===== src/rtl/brs_pkg.sv =====
package brs_pkg;

    typedef enum logic [1:0] {
        ST_IDLE = 2'd0,
        ST_ADDR = 2'd1,
        ST_LAT  = 2'd2,
        ST_DATA = 2'd3
    } seq_state_t;

    typedef struct packed {
        logic       page_md;    // 1: asynchronous page mode
        logic [2:0] lat;        // first-access latency code
        logic       hold2;      // two-clock data hold
        logic       wait_early; // WAIT one cycle ahead
        logic       linear;     // 1: no wrap inside the window
        logic [2:0] blen;       // burst length code
    } rd_cfg_t;

    localparam int unsigned CFG_W       = 16;
    localparam int unsigned B_PAGE      = 15;
    localparam int unsigned B_LAT_HI    = 13;
    localparam int unsigned B_LAT_LO    = 11;
    localparam int unsigned B_HOLD      = 9;
    localparam int unsigned B_WEARLY    = 8;
    localparam int unsigned B_LINEAR    = 3;
    localparam logic [15:0] RSVD_MASK   = 16'h44F0;
    localparam logic [2:0]  BL_CONT     = 3'b111;
    localparam logic [2:0]  LAT_RESET   = 3'd3;

    function automatic logic lat_ok(input logic [2:0] c);
        return (c >= 3'd2) && (c <= 3'd5);
    endfunction

    function automatic logic blen_ok(input logic [2:0] c);
        return (c == 3'b001) || (c == 3'b010) || (c == 3'b011) || (c == BL_CONT);
    endfunction

endpackage


===== src/rtl/brs_cfg_reg.sv =====
module brs_cfg_reg
    import brs_pkg::*;
(
    input  logic                 clk,
    input  logic                 rst_n,
    input  logic                 we,
    input  logic [CFG_W-1:0]     wdata,
    output rd_cfg_t              cfg,
    output logic                 err,
    output logic                 unsup
);

    rd_cfg_t     cfg_q;
    logic        err_q;
    logic [2:0]  w_lat;
    logic [2:0]  w_blen;
    logic        w_bad;

    always_comb begin
        w_lat  = wdata[B_LAT_HI:B_LAT_LO];
        w_blen = wdata[2:0];
        w_bad  = !lat_ok(w_lat) || !blen_ok(w_blen) || ((wdata & RSVD_MASK) != '0);
    end

    always_ff @(posedge clk or negedge rst_n) begin
        if (!rst_n) begin
            cfg_q.page_md    <= 1'b1;
            cfg_q.lat        <= LAT_RESET;
            cfg_q.hold2      <= 1'b0;
            cfg_q.wait_early <= 1'b0;
            cfg_q.linear     <= 1'b1;
            cfg_q.blen       <= BL_CONT;
            err_q            <= 1'b0;
        end else if (we) begin
            cfg_q.page_md    <= wdata[B_PAGE];
            cfg_q.hold2      <= wdata[B_HOLD];
            cfg_q.wait_early <= wdata[B_WEARLY];
            cfg_q.linear     <= wdata[B_LINEAR];
            if (lat_ok(w_lat)) begin
                cfg_q.lat <= w_lat;
            end
            if (blen_ok(w_blen)) begin
                cfg_q.blen <= w_blen;
            end
            if (w_bad) begin
                err_q <= 1'b1;
            end
        end
    end

    assign cfg   = cfg_q;
    assign err   = err_q;
    assign unsup = !cfg_q.page_md && (cfg_q.lat == 3'd2) && cfg_q.hold2 && cfg_q.wait_early;

endmodule


===== src/rtl/brs_fsm.sv =====
module brs_fsm
    import brs_pkg::*;
(
    input  logic        clk,
    input  logic        rst_n,
    input  logic        adv_n,
    input  logic [2:0]  lat_code,
    input  logic        page_md,
    input  logic        last_word,
    output logic        load,
    output logic        step,
    output logic        data_valid,
    output logic        wait_o
);

    seq_state_t state_q, state_d;
    logic [2:0] cnt_q;
    logic [2:0] lat_s;
    logic       fast_s;

    // next-state decision
    always_comb begin
        state_d = state_q;
        unique case (state_q)
            ST_IDLE: begin
                if (!adv_n) state_d = ST_ADDR;
            end
            ST_ADDR: begin
                if (!adv_n)      state_d = ST_ADDR;
                else if (fast_s) state_d = ST_DATA;
                else             state_d = ST_LAT;
            end
            ST_LAT: begin
                if (!adv_n)            state_d = ST_ADDR;
                else if (cnt_q == '0)  state_d = ST_DATA;
            end
            ST_DATA: begin
                if (!adv_n)         state_d = ST_ADDR;
                else if (last_word) state_d = ST_IDLE;
            end
        endcase
    end

    // state register
    always_ff @(posedge clk or negedge rst_n) begin
        if (!rst_n) state_q <= ST_IDLE;
        else        state_q <= state_d;
    end

    // latency counter and per-access snapshot
    always_ff @(posedge clk or negedge rst_n) begin
        if (!rst_n) begin
            cnt_q  <= '0;
            lat_s  <= LAT_RESET;
            fast_s <= 1'b1;
        end else begin
            if (!adv_n) begin
                lat_s  <= lat_code;
                fast_s <= page_md;
            end
            if (state_q == ST_ADDR && adv_n) begin
                cnt_q <= lat_s - 3'd2;
            end else if (state_q == ST_LAT && cnt_q != '0) begin
                cnt_q <= cnt_q - 3'd1;
            end
        end
    end

    // outputs
    always_comb begin
        load       = !adv_n;
        step       = (state_q == ST_DATA) && adv_n && !last_word;
        data_valid = (state_q == ST_DATA);
        wait_o     = (state_q == ST_LAT);
    end

endmodule


===== src/rtl/brs_addr_gen.sv =====
module brs_addr_gen
    import brs_pkg::*;
#(
    parameter int unsigned AW = 16
) (
    input  logic          clk,
    input  logic          rst_n,
    input  logic          load,
    input  logic          step,
    input  logic [AW-1:0] addr_in,
    input  logic          single,
    input  rd_cfg_t       cfg,
    output logic [AW-1:0] arr_addr,
    output logic          last_word
);

    logic [AW-1:0] start_q, n_q, mask_q;
    logic          wrap_q, cont_q;
    logic [AW-1:0] mask_d;
    logic          wrap_d, cont_d;
    logic [AW-1:0] lin_addr;

    // window selection for the access being captured
    always_comb begin
        mask_d = AW'(3);
        wrap_d = 1'b0;
        cont_d = 1'b0;
        if (single) begin
            mask_d = '0;
        end else if (cfg.page_md) begin
            mask_d = AW'(3);
            wrap_d = 1'b1;
        end else begin
            unique case (cfg.blen)
                3'b001:  mask_d = AW'(3);
                3'b010:  mask_d = AW'(7);
                3'b011:  mask_d = AW'(15);
                default: mask_d = '0;
            endcase
            cont_d = (cfg.blen == BL_CONT);
            wrap_d = !cfg.linear && !cont_d;
        end
    end

    always_ff @(posedge clk or negedge rst_n) begin
        if (!rst_n) begin
            start_q <= '0;
            n_q     <= '0;
            mask_q  <= '0;
            wrap_q  <= 1'b0;
            cont_q  <= 1'b0;
        end else if (load) begin
            start_q <= addr_in;
            n_q     <= '0;
            mask_q  <= mask_d;
            wrap_q  <= wrap_d;
            cont_q  <= cont_d;
        end else if (step) begin
            n_q <= n_q + AW'(1);
        end
    end

    assign lin_addr  = start_q + n_q;
    assign arr_addr  = wrap_q ? ((start_q & ~mask_q) | (lin_addr & mask_q)) : lin_addr;
    assign last_word = !cont_q && (n_q == mask_q);

endmodule


===== src/rtl/burst_read_seq.sv =====
module burst_read_seq
    import brs_pkg::*;
#(
    parameter int unsigned AW = 16
) (
    input  logic          clk,
    input  logic          rst_n,
    input  logic          cfg_we,
    input  logic [15:0]   cfg_wdata,
    input  logic          adv_n,
    input  logic [AW-1:0] addr_in,
    input  logic          status_rd,
    output logic [AW-1:0] arr_addr,
    output logic          data_valid,
    output logic          wait_o,
    output logic          cfg_err,
    output logic          cfg_unsup
);

    rd_cfg_t cfg;
    logic    load, step, last_word;

    brs_cfg_reg i_cfg (
        .clk   (clk),
        .rst_n (rst_n),
        .we    (cfg_we),
        .wdata (cfg_wdata),
        .cfg   (cfg),
        .err   (cfg_err),
        .unsup (cfg_unsup)
    );

    brs_fsm i_fsm (
        .clk        (clk),
        .rst_n      (rst_n),
        .adv_n      (adv_n),
        .lat_code   (cfg.lat),
        .page_md    (cfg.page_md),
        .last_word  (last_word),
        .load       (load),
        .step       (step),
        .data_valid (data_valid),
        .wait_o     (wait_o)
    );

    brs_addr_gen #(.AW(AW)) i_agen (
        .clk       (clk),
        .rst_n     (rst_n),
        .load      (load),
        .step      (step),
        .addr_in   (addr_in),
        .single    (status_rd),
        .cfg       (cfg),
        .arr_addr  (arr_addr),
        .last_word (last_word)
    );

endmodule


===== config.mk =====
export PLATFORM = sky130hd
export DESIGN_NAME = burst_read_seq
export DESIGN_NICKNAME = d
export VERILOG_FILES = /design/src/rtl/brs_pkg.sv /design/src/rtl/brs_cfg_reg.sv /design/src/rtl/brs_fsm.sv /design/src/rtl/brs_addr_gen.sv /design/src/rtl/burst_read_seq.sv
export SDC_FILE = /design/constraint.sdc
export NUM_CORES = 1
export LEC_CHECK = 0
export BUFFER_PORTS_ARGS = -buffer_cell sky130_fd_sc_hd__buf_4
export CORE_UTILIZATION = 60
export DETAILED_ROUTE_END_ITERATION = 8
export GPL_ROUTABILITY_DRIVEN = 0
export GPL_TIMING_DRIVEN = 0
export PLACE_DENSITY = 0.89
export SLEW_MARGIN = 20
export SYNTH_ARGS = -nofsm -noshare
export SYNTH_HDL_FRONTEND = slang
export SYNTH_HIERARCHICAL = 1
export SYNTH_SLANG_ARGS = --single-unit

===== constraint.sdc =====
create_clock -name clk -period 3.8 [get_ports clk]
set_input_delay 0.19 -clock clk [delete_from_list [all_inputs] [get_ports clk]]
set_output_delay 0.19 -clock clk [all_outputs]
set_load 0.01 [all_outputs]

==> flow_summary_export.csv, run 1 <==
group,metric,value,unit
status,status,"complete, no violations",
yosys,yosysWarnings,6,
detailed_routing,ant_nets,0,
grt,grt_first_pass_wirelength,13800,um
worst_setup_path,start_kind,"flip-flop",
min_path,hold_path_depth,2,
detailed_routing,drt_wl_total,8280,um
detailed_routing,vias_per_cell,6.01,
yosys,synth_nets,434,
cells_and_area,multi_input_area,2050,um^2
pwr,p_per_area,400,nW/um^2
clock_tree,cts_setup_buffers,0,
run,maxCapViolations,0,
clock_tree,cts_root_buffer,"clkbuf_8",
yosys,yosys_most_used_dff,"dfrtp_1",
die,io_pins,57,
worst_setup_path,reg2reg_depth,8,
sta,slew_headroom,52.7,%
detailed_routing,route.detailed.drc,0,
clock_tree,cts_tree,"done",
min_path,hp-class,"in -> reg",
die,die_width,79.7,um
yosys,yosys.area_share.simple,17.5,%
sta,setup_viol,0,
clock_tree,max-clock-path-buffers,2,
place,port_buffers,54,
clock_tree,insertion_delay,0.35,ns
pwr,p_total,1.73,mW
yosys,synth_top_family_by_area,"simple AND/OR/NAND/NOR gates",
cells_and_area,final_common_cell,"buf_4",
grt,grt_pass1_vias,3008,
cells_and_area,drive_gt1_share,29.0,%
sta,report.final.slew_viol_count,0,
worst_setup_path,r2r_end,"i_agen/n_q[13]",
detailed_routing,num_vias,3130,
sta,skew,0.00909,ns
clock_tree,ctsHtreeMaxLevel,3,
min_path,hp-start,"cfg_wdata[12]",
cells_and_area,finalInstanceArea,4320,um^2
place,dpl_cell_area,4120,um^2
worst_setup_path,required,3.61,ns
die,core,5680,um^2
yosys,synth-xor-area-share,7.01,%
die,start_util,63.8,%
worst_setup_path,reg2reg_slack,1.03,ns
worst_setup_path,r2r_start,"i_agen/n_q[1]",
grt,antenna_found_initial,0,
min_path,worstHoldEndpoint,"i_cfg/cfg[8]",
clock_tree,cts_sinks,57,
worst_setup_path,end_kind,"output pin",
detailed_routing,routedWlPerCell,15.9,um
worst_setup_path,crit_arrival,2.91,ns
cells_and_area,insertedDiodeCount,0,
yosys,synth_seq_area_share,39.7,%
sta,hold_violations,0,
cells_and_area,syn_to_final_growth,19.4,%
die,fp.dieH,79.7,um
die,rows,27,
yosys,synth_compound_area_share,14.2,%
sta,fmax,323,MHz
detailed_routing,drt_iter0_markers,231,
sta,setup_tns,0,ns
cells_and_area,layout_common_cells,"buf_4, dfrtp_1, nand2_1",
detailed_routing,dr.pass1.iters,5,
cells_and_area,layout.nets,500,
yosys,postSynthRegisterBits,57,
clock_tree,cts_buffers,9,
pwr,p_leak,1.98,nW
worst_setup_path,path_max_fanout,7,
sta,period_needed,3.10,ns
yosys,muxShareOfSynthArea,10.9,%
sta,rsz0062_at_grt,"false",
yosys,synth-adder-area-share,7.05,%
place,dp_hpwl,6120,um
pwr,ir_drop,0.000285,V
cells_and_area,regArea,1440,um^2
sta,fin_crit_sh,81.6,%
worst_setup_path,timing_worst_setup_path_type,"reg -> out",
cells_and_area,fillers,395,
yosys,synth_cells,378,
sta,tightest_slew,0.709,ns
yosys,postSynthAreaPerCell,9.58,um^2
grt,track_usage,28.9,%
grt,grt_max_degree,58,
clock_tree,path_clk_slew,0.06,ns
yosys,netlist_area,3620,um^2
yosys,synthDistinctLibCells,59,
yosys,synth_edf_count,0,
die,fp.dieArea,6350,um^2
yosys,async_flop_share,100,%
grt,grt-ovfl-total,0,
==> worst max-delay path: stages (launching register included) <==
cell	delay [ns]
dfrtp_1	0.46
ha_1	0.26
fa_1	0.41
a21o_1	0.23
a311o_1	0.41
o211a_1	0.23
nor2_2	0.17
xor2_1	0.17
o21ai_1	0.07
buf_4	0.15
==> registers in the layout, indices dropped and copies added (netlist names) <==
signal,flops
i_agen/cont_q,1
i_agen/mask_q,3
i_agen/n_q,16
i_agen/start_q,16
i_agen/wrap_q,1
i_cfg/cfg,10
i_cfg/err,1
i_fsm/cnt_q,3
i_fsm/fast_s,1
i_fsm/lat_s,3
i_fsm/state_q,2
==> routing by layer <==
metal / GRT usage [%] / part of all wire (%) / vias up
li1: - / - / 1481
met1: 34.1 / 41 / 1493
met2: 48.9 / 50 / 129
met3: 6.86 / 6.9 / 27
met4: 14.5 / 2.7 / 0
met5: 0 / 0 / -
==> power by group <==
part	leakage [nW]	internal, mW	switching, mW
clock	0.0953	0.318	0.248
combinational	1.20	0.213	0.205
sequential	0.694	0.685	0.0592
==> cells by family after synthesis <==
group	after synthesis
simple gates	122
fa+ha+maj	20
buf+inv	29
flops	57
compound gates	86
xor+xnor	29
mux	35
==> synthesized netlist by cell type (all sizes together), types with 2 or more instances <==
master   count  share of area [%]
buf          7                1.3
nand2b       2               0.35
o21ai       35                5.1
nor2b        2               0.35
xnor2       14                3.4
a211oi       2               0.41
inv         14                1.5
xor2        15                3.6
a31oi        3               0.52
dfrtp       47                 32
o2111ai      2               0.66
or4          2               0.52
nand4        5               0.86
nor4b        2               0.48
dfstp       10                7.3
and2b        2               0.45
o211ai       3               0.76
a21o         4               0.86
nor2        30                3.2
nor3         5               0.69
and3         9                1.6
mux2        32                 10
clkbuf       7               0.73
nand3        9                1.2
nor3b        4                1.1
nor4         3               0.69
a21oi       30                4.1
or3          3               0.52
ha          18                6.2
nand2       37                3.8
nand3b       2               0.41
mux2i        3               0.83
o211a        2               0.55
==> what timing repair did <==
action	in CTS	in global routing
hold buffers	1	0
endpoints found under the hold margin	47	0
resized for setup	0	0
==> worst max-delay path by stage <==
stage	start	to	slack, ns	cells past startpoint
floorplan	i_agen/n_q[0]	arr_addr[8]	1.37	8
global placement	i_agen/n_q[0]	arr_addr[8]	1.12	9
detailed placement	i_agen/n_q[0]	arr_addr[8]	1.09	9
global route	i_agen/n_q[0]	arr_addr[8]	0.59	9
CTS	i_agen/n_q[0]	arr_addr[8]	0.71	9
finish	i_agen/n_q[0]	arr_addr[8]	0.70	9
==> cell type report <==
| cell class | count | share of cell area [%] |
|---|---|---|
| well taps | 72 | 2.08 |
| repair buffers | 55 | 9.61 |
| plain buffers | 14 | 1.71 |
| flip-flops and latches | 57 | 33.3 |
| multi-input cells | 292 | 47.5 |
| clock inverters | 5 | 1.27 |
| inverters | 15 | 1.30 |
| clock buffers | 11 | 3.27 |
==> stage by stage <==
stage / utilization, % / hold slack (ns) / instances / setup WS, ns
floorplan: - / -0.106 / 378 / 1.37
global placement: 72.6 / 0.288 / 504 / 1.12
detailed placement: 72.6 / 0.292 / 504 / 1.09
CTS: 76.2 / 0.0337 / 521 / 0.710
global route: 76.2 / 0.0544 / 521 / 0.588
finish: 76.2 / 0.0448 / 521 / 0.700
No activity file was read; power rests on OpenSTA's default activity.
==> inputs of run 2 (changes only) <==
CORE_UTILIZATION = 52   (was 60)
PLACE_DENSITY = 0.82   (was 0.89)
clock period = 2.7 ns   (was 3.8 ns; I/O delays follow)
==> flow_summary_export.csv, run 2 (synthesized netlist as in run 1, its figures left out) <==
group,metric,value,unit
status,status,"finished with violations",
status,violations,"negative setup slack",
worst_setup_path,start_kind,"flip-flop",
cells_and_area,final_cells,535,
die,die_width,85.5,um
grt,grt-ovfl-total,0,
sta,period_needed,2.71,ns
worst_setup_path,required,2.57,ns
detailed_routing,vias_per_cell,5.86,
worst_setup_path,cp_top_family,"compound AO/OA/AOI/OAI gates",
pwr,p_clk_share,29.6,%
die,core,6760,um^2
clock_tree,cts_sinks,57,
sta,fmax,370,MHz
clock_tree,cts_root_buffer,"clkbuf_8",
sta,fin_crit_sh,100,%
grt,grt_max_degree,58,
place,place_ws,-0.0133,ns
die,fp.dieArea,7300,um^2
pwr,ir_drop,0.000377,V
clock_tree,ctsHtreeMaxLevel,3,
place,dpl_cell_area,4130,um^2
cells_and_area,syn_to_final_growth,21.6,%
cells_and_area,multi_input_area,2090,um^2
min_path,hp-class,"in -> reg",
detailed_routing,wl_met3,535,um
cells_and_area,drive_gt1_share,31.9,%
pwr,intPower,1.66,mW
place,port_buffers,54,
die,io_pins,57,
sta,skew,0.0113,ns
clock_tree,max-clock-path-buffers,2,
detailed_routing,route.detailed.drc,0,
worst_setup_path,cp_num_buf_inv,1,
detailed_routing,met2_wirelength,4050,um
cells_and_area,insertedDiodeCount,0,
place,dp_hpwl,5860,um
grt,track_usage,23.2,%
pwr,p_leak,2.00,nW
cells_and_area,finalInstanceArea,4400,um^2
cells_and_area,fillers,546,
pwr,p_seq_share,44.5,%
detailed_routing,top_layer_used,"met4",
clock_tree,cts_buffers,9,
detailed_routing,num_vias,3135,
sta,fin_ws,-0.00611,ns
pwr,p_total,2.35,mW
detailed_routing,ant_nets,0,
sta,rsz0062_at_grt,"true",
worst_setup_path,worstPathCellList,"ha_2 > fa_2 > a21o_1 > a311o_1 > o211a_1 > nor2_4 > xor2_1 > o21ai_1 > buf_4",
sta,setup_viol,1,
worst_setup_path,path_max_fanout,3,
clock_tree,insertion_delay,0.34,ns
detailed_routing,routedWlPerCell,15.2,um
sta,timing.hold.ws,0.0249,ns
pwr,power.share.switching,29.4,%
worst_setup_path,crit_arrival,2.57,ns
pwr,p_per_area,533,nW/um^2
worst_setup_path,timing_worst_setup_path_type,"reg -> out",
detailed_routing,drt_iter0_markers,167,
sta,tightest_slew,0.723,ns
detailed_routing,dr.pass1.iters,5,
pwr,p_comb_share,25.8,%
cells_and_area,layout_common_cells,"buf_4, dfrtp_1, nand2_1",
sta,hold_violations,0,
pwr,p_sw,0.690,mW
sta,slew_headroom,51.8,%
worst_setup_path,max_stage_delay,0.40,ns
sta,setup_tns,-0.00611,ns
cells_and_area,regArea,1440,um^2
worst_setup_path,end_kind,"output pin",
place,dp_cells,512,
grt,grt_pass1_vias,3003,
die,start_util,53.6,%
clock_tree,path_clk_slew,0.07,ns
detailed_routing,wl_met1,3380,um
sta,report.final.slew_viol_count,0,
clock_tree,cts_tree,"done",
die,rows,30,
detailed_routing,drt_wl_total,8140,um
worst_setup_path,slowest_stage,"dfrtp_1",
cells_and_area,final_common_cell,"buf_4",
cells_and_area,layout.nets,507,
cells_and_area,postLayoutCoreUtil,65.2,%
grt,grt_first_pass_wirelength,13200,um
grt,antenna_found_initial,0,
die,fp.dieH,85.5,um
run,maxCapViolations,0,
## run 2: final timing paths
| path | from | end | slack (ns) | cells after the start |
|---|---|---|---|---|
| min reg2reg | i_cfg/cfg[0] | i_cfg/cfg[0] | 0.49 | 2 |
| max in group asynchronous | rst_n | i_agen/n_q[11] | 1.78 | 2 |
| min | addr_in[10] | i_agen/start_q[10] | 0.02 | 2 |
| max | i_agen/start_q[0] | arr_addr[8] | -0.006 | 9 |
| min in group asynchronous | rst_n | i_agen/start_q[13] | 0.39 | 2 |
| max reg2reg | i_agen/n_q[11] | i_agen/n_q[12] | 0.16 | 10 |
## run 2: per-layer routing
metal,vias to the layer above,track usage [%]
met5,-,0
met4,0,10.3
met3,23,6.03
met2,128,40.9
met1,1486,26.5
li1,1498,-
## run 2: repair_timing
item / 4_1_cts / 5_1_grt
endpoints found under the hold margin: 48 / 0
buffers inserted: 4 / 2
setup endpoints to repair: 5 / 13
gates resized for setup: 6 / 9
pin swaps: 4 / 1
hold buffers: 2 / 0
## run 2: power groups by stage
stage / Sequential [mW] / Combinational [mW] / Clock (mW)
3_3_place_gp: 1.05 / 0.559 / 0
5_1_grt: 1.06 / 0.666 / 0.752
4_1_cts: 1.04 / 0.596 / 0.717
6_report: 1.05 / 0.606 / 0.696
3_5_place_dp: 1.06 / 0.583 / 0
2_1_floorplan: 1.04 / 0.389 / 0
## run 2: final cells by class
type | instances | share of cell area (%)
Inverter | 15 | 1.28
Multi-Input combinational cell | 292 | 47.6
Buffer | 14 | 1.68
Timing Repair Buffer | 62 | 10.7
Sequential cell | 57 | 32.8
Tap cell | 80 | 2.27
Clock buffer | 15 | 3.78
## run 2: worst reg2reg max path, cell delays in order, from the launching register on
cell and delay [ns]:
dfrtp_2 0.45, or4_1 0.55, nor3_2 0.14, o21ai_0 0.13
nor2_2 0.19, nor3b_2 0.10, and3_1 0.24, and3_1 0.26
nand4_1 0.14, xor2_1 0.16, nor2_1 0.05
==> inputs of run 3 (changes only) <==
RECOVER_POWER = 100   (was unset)
==> flow_summary_export.csv, run 3 (synthesized netlist as in run 1, its figures left out) <==
group,metric,value,unit
pwr,p_per_area,535,nW/um^2
worst_setup_path,cp_top_family,"compound AO/OA/AOI/OAI gates",
status,status,"finished with violations",
die,io_pins,57,
worst_setup_path,max_stage_delay,0.40,ns
cells_and_area,final_common_cell,"buf_4",
sta,fmax,369,MHz
sta,period_needed,2.71,ns
worst_setup_path,crit_arrival,2.57,ns
clock_tree,cts_sinks,57,
worst_setup_path,slowest_stage,"dfrtp_1",
status,violations,"negative setup slack",
pwr,p_leak,1.95,nW
cells_and_area,syn_to_final_growth,19.6,%
die,fp.dieH,85.5,um
sta,fin_crit_sh,100,%
die,rows,30,
detailed_routing,vias_per_cell,5.79,
clock_tree,path_clk_slew,0.07,ns
place,dp_hpwl,5860,um
die,core,6760,um^2
grt,antenna_found_initial,0,
pwr,ir_drop,0.000365,V
clock_tree,cts_tree,"done",
cells_and_area,layout_common_cells,"buf_4, dfrtp_1, nand2_1",
sta,rsz0062_at_grt,"true",
detailed_routing,ant_nets,0,
grt,grt_max_degree,58,
run,maxCapViolations,0,
cells_and_area,layout.nets,507,
cells_and_area,fillers,556,
detailed_routing,routedWlPerCell,15.2,um
sta,slew_headroom,6.35,%
detailed_routing,dr.pass1.iters,4,
min_path,hp-class,"in -> reg",
worst_setup_path,r2r_start,"i_agen/n_q[11]",
die,fp.dieArea,7300,um^2
sta,fin_ws,-0.00721,ns
grt,grt-ovfl-total,0,
worst_setup_path,path_max_fanout,3,
detailed_routing,drt_iter0_markers,182,
cells_and_area,drive_gt1_share,26.8,%
sta,report.final.slew_viol_count,0,
detailed_routing,drt_wl_total,8110,um
detailed_routing,num_vias,3099,
grt,track_usage,23.2,%
clock_tree,cts_buffers,9,
worst_setup_path,critPathLaunch,"i_agen/start_q[0]",
clock_tree,ctsHtreeMaxLevel,3,
place,port_buffers,54,
sta,timing.hold.ws,0.0241,ns
worst_setup_path,cp_num_buf_inv,1,
sta,setup_tns,-0.00721,ns
clock_tree,insertion_delay,0.34,ns
sta,tightest_slew,1.40,ns
die,die_width,85.5,um
cells_and_area,postLayoutCoreUtil,64.1,%
clock_tree,max-clock-path-buffers,2,
detailed_routing,route.detailed.drc,0,
cells_and_area,insertedDiodeCount,0,
sta,skew,0.0115,ns
worst_setup_path,worstPathCellList,"ha_2 > fa_2 > a21o_1 > a311o_1 > o211a_1 > nor2_4 > xor2_1 > o21ai_1 > buf_4",
sta,hold_violations,0,
grt,grt_pass1_vias,3003,
sta,setup_viol,1,
clock_tree,cts_root_buffer,"clkbuf_8",
worst_setup_path,timing_worst_setup_path_type,"reg -> out",
cells_and_area,final_cells,535,
pwr,p_total,2.32,mW
grt,grt_first_pass_wirelength,13200,um
worst_setup_path,required,2.57,ns
worst_setup_path,start_kind,"flip-flop",
place,dp_cells,512,
min_path,hp-start,"addr_in[10]",
worst_setup_path,end_kind,"output pin",
die,start_util,53.6,%
==> run 3: layer usage <==
layer / track usage, % / vias to the layer above / wire length [um]
met5: 0 / - / 0
met4: 10.3 / 0 / 168
met3: 6.03 / 20 / 587
met2: 40.9 / 120 / 4050
met1: 26.5 / 1472 / 3300
li1: - / 1487 / -
==> run 3: through the flow <==
stage                     setup slack (ns)  cell area [um^2]
after floorplan                      0.328              3620
after global routing                -0.123              4330
after global placement              0.0313              4130
after detailed placement           -0.0133              4130
after CTS                          -0.0112              4360
final                             -0.00721              4330
==> run 3: final timing paths <==
kind | to | slack, ns | cells past startpoint
min | i_agen/start_q[10] | 0.02 | 2
max | arr_addr[8] | -0.007 | 9
max in group asynchronous | i_agen/n_q[1] | 1.10 | 2
min reg2reg | i_fsm/cnt_q[0] | 0.50 | 2
max reg2reg | i_agen/n_q[14] | 0.10 | 10
min in group asynchronous | i_agen/start_q[13] | 0.66 | 2
==> run 3: report_power, final <==
group          internal (mW)  switching (mW)
clock network          0.380           0.317
registers              0.959          0.0792
logic                  0.291           0.289
total                   1.63           0.685
==> run 3: cell type report <==
class	count	area [um^2]	area share [%]
Clock buffer	15	166	3.84
Multi-Input combinational cell	292	2070	47.8
Inverter	15	56.3	1.30
Buffer	14	66.3	1.53
Timing Repair Buffer	62	430	9.94
Sequential cell	57	1440	33.3
Tap cell	80	100	2.31
==> run 3: what timing repair did <==
action                                 4_1_cts  5_1_grt
hold buffers                                 2        0
setup endpoints to repair                    5       13
gates resized for setup                      6        9
endpoints found under the hold margin       48        0
pin swaps                                    4        1
buffers inserted                             4        2
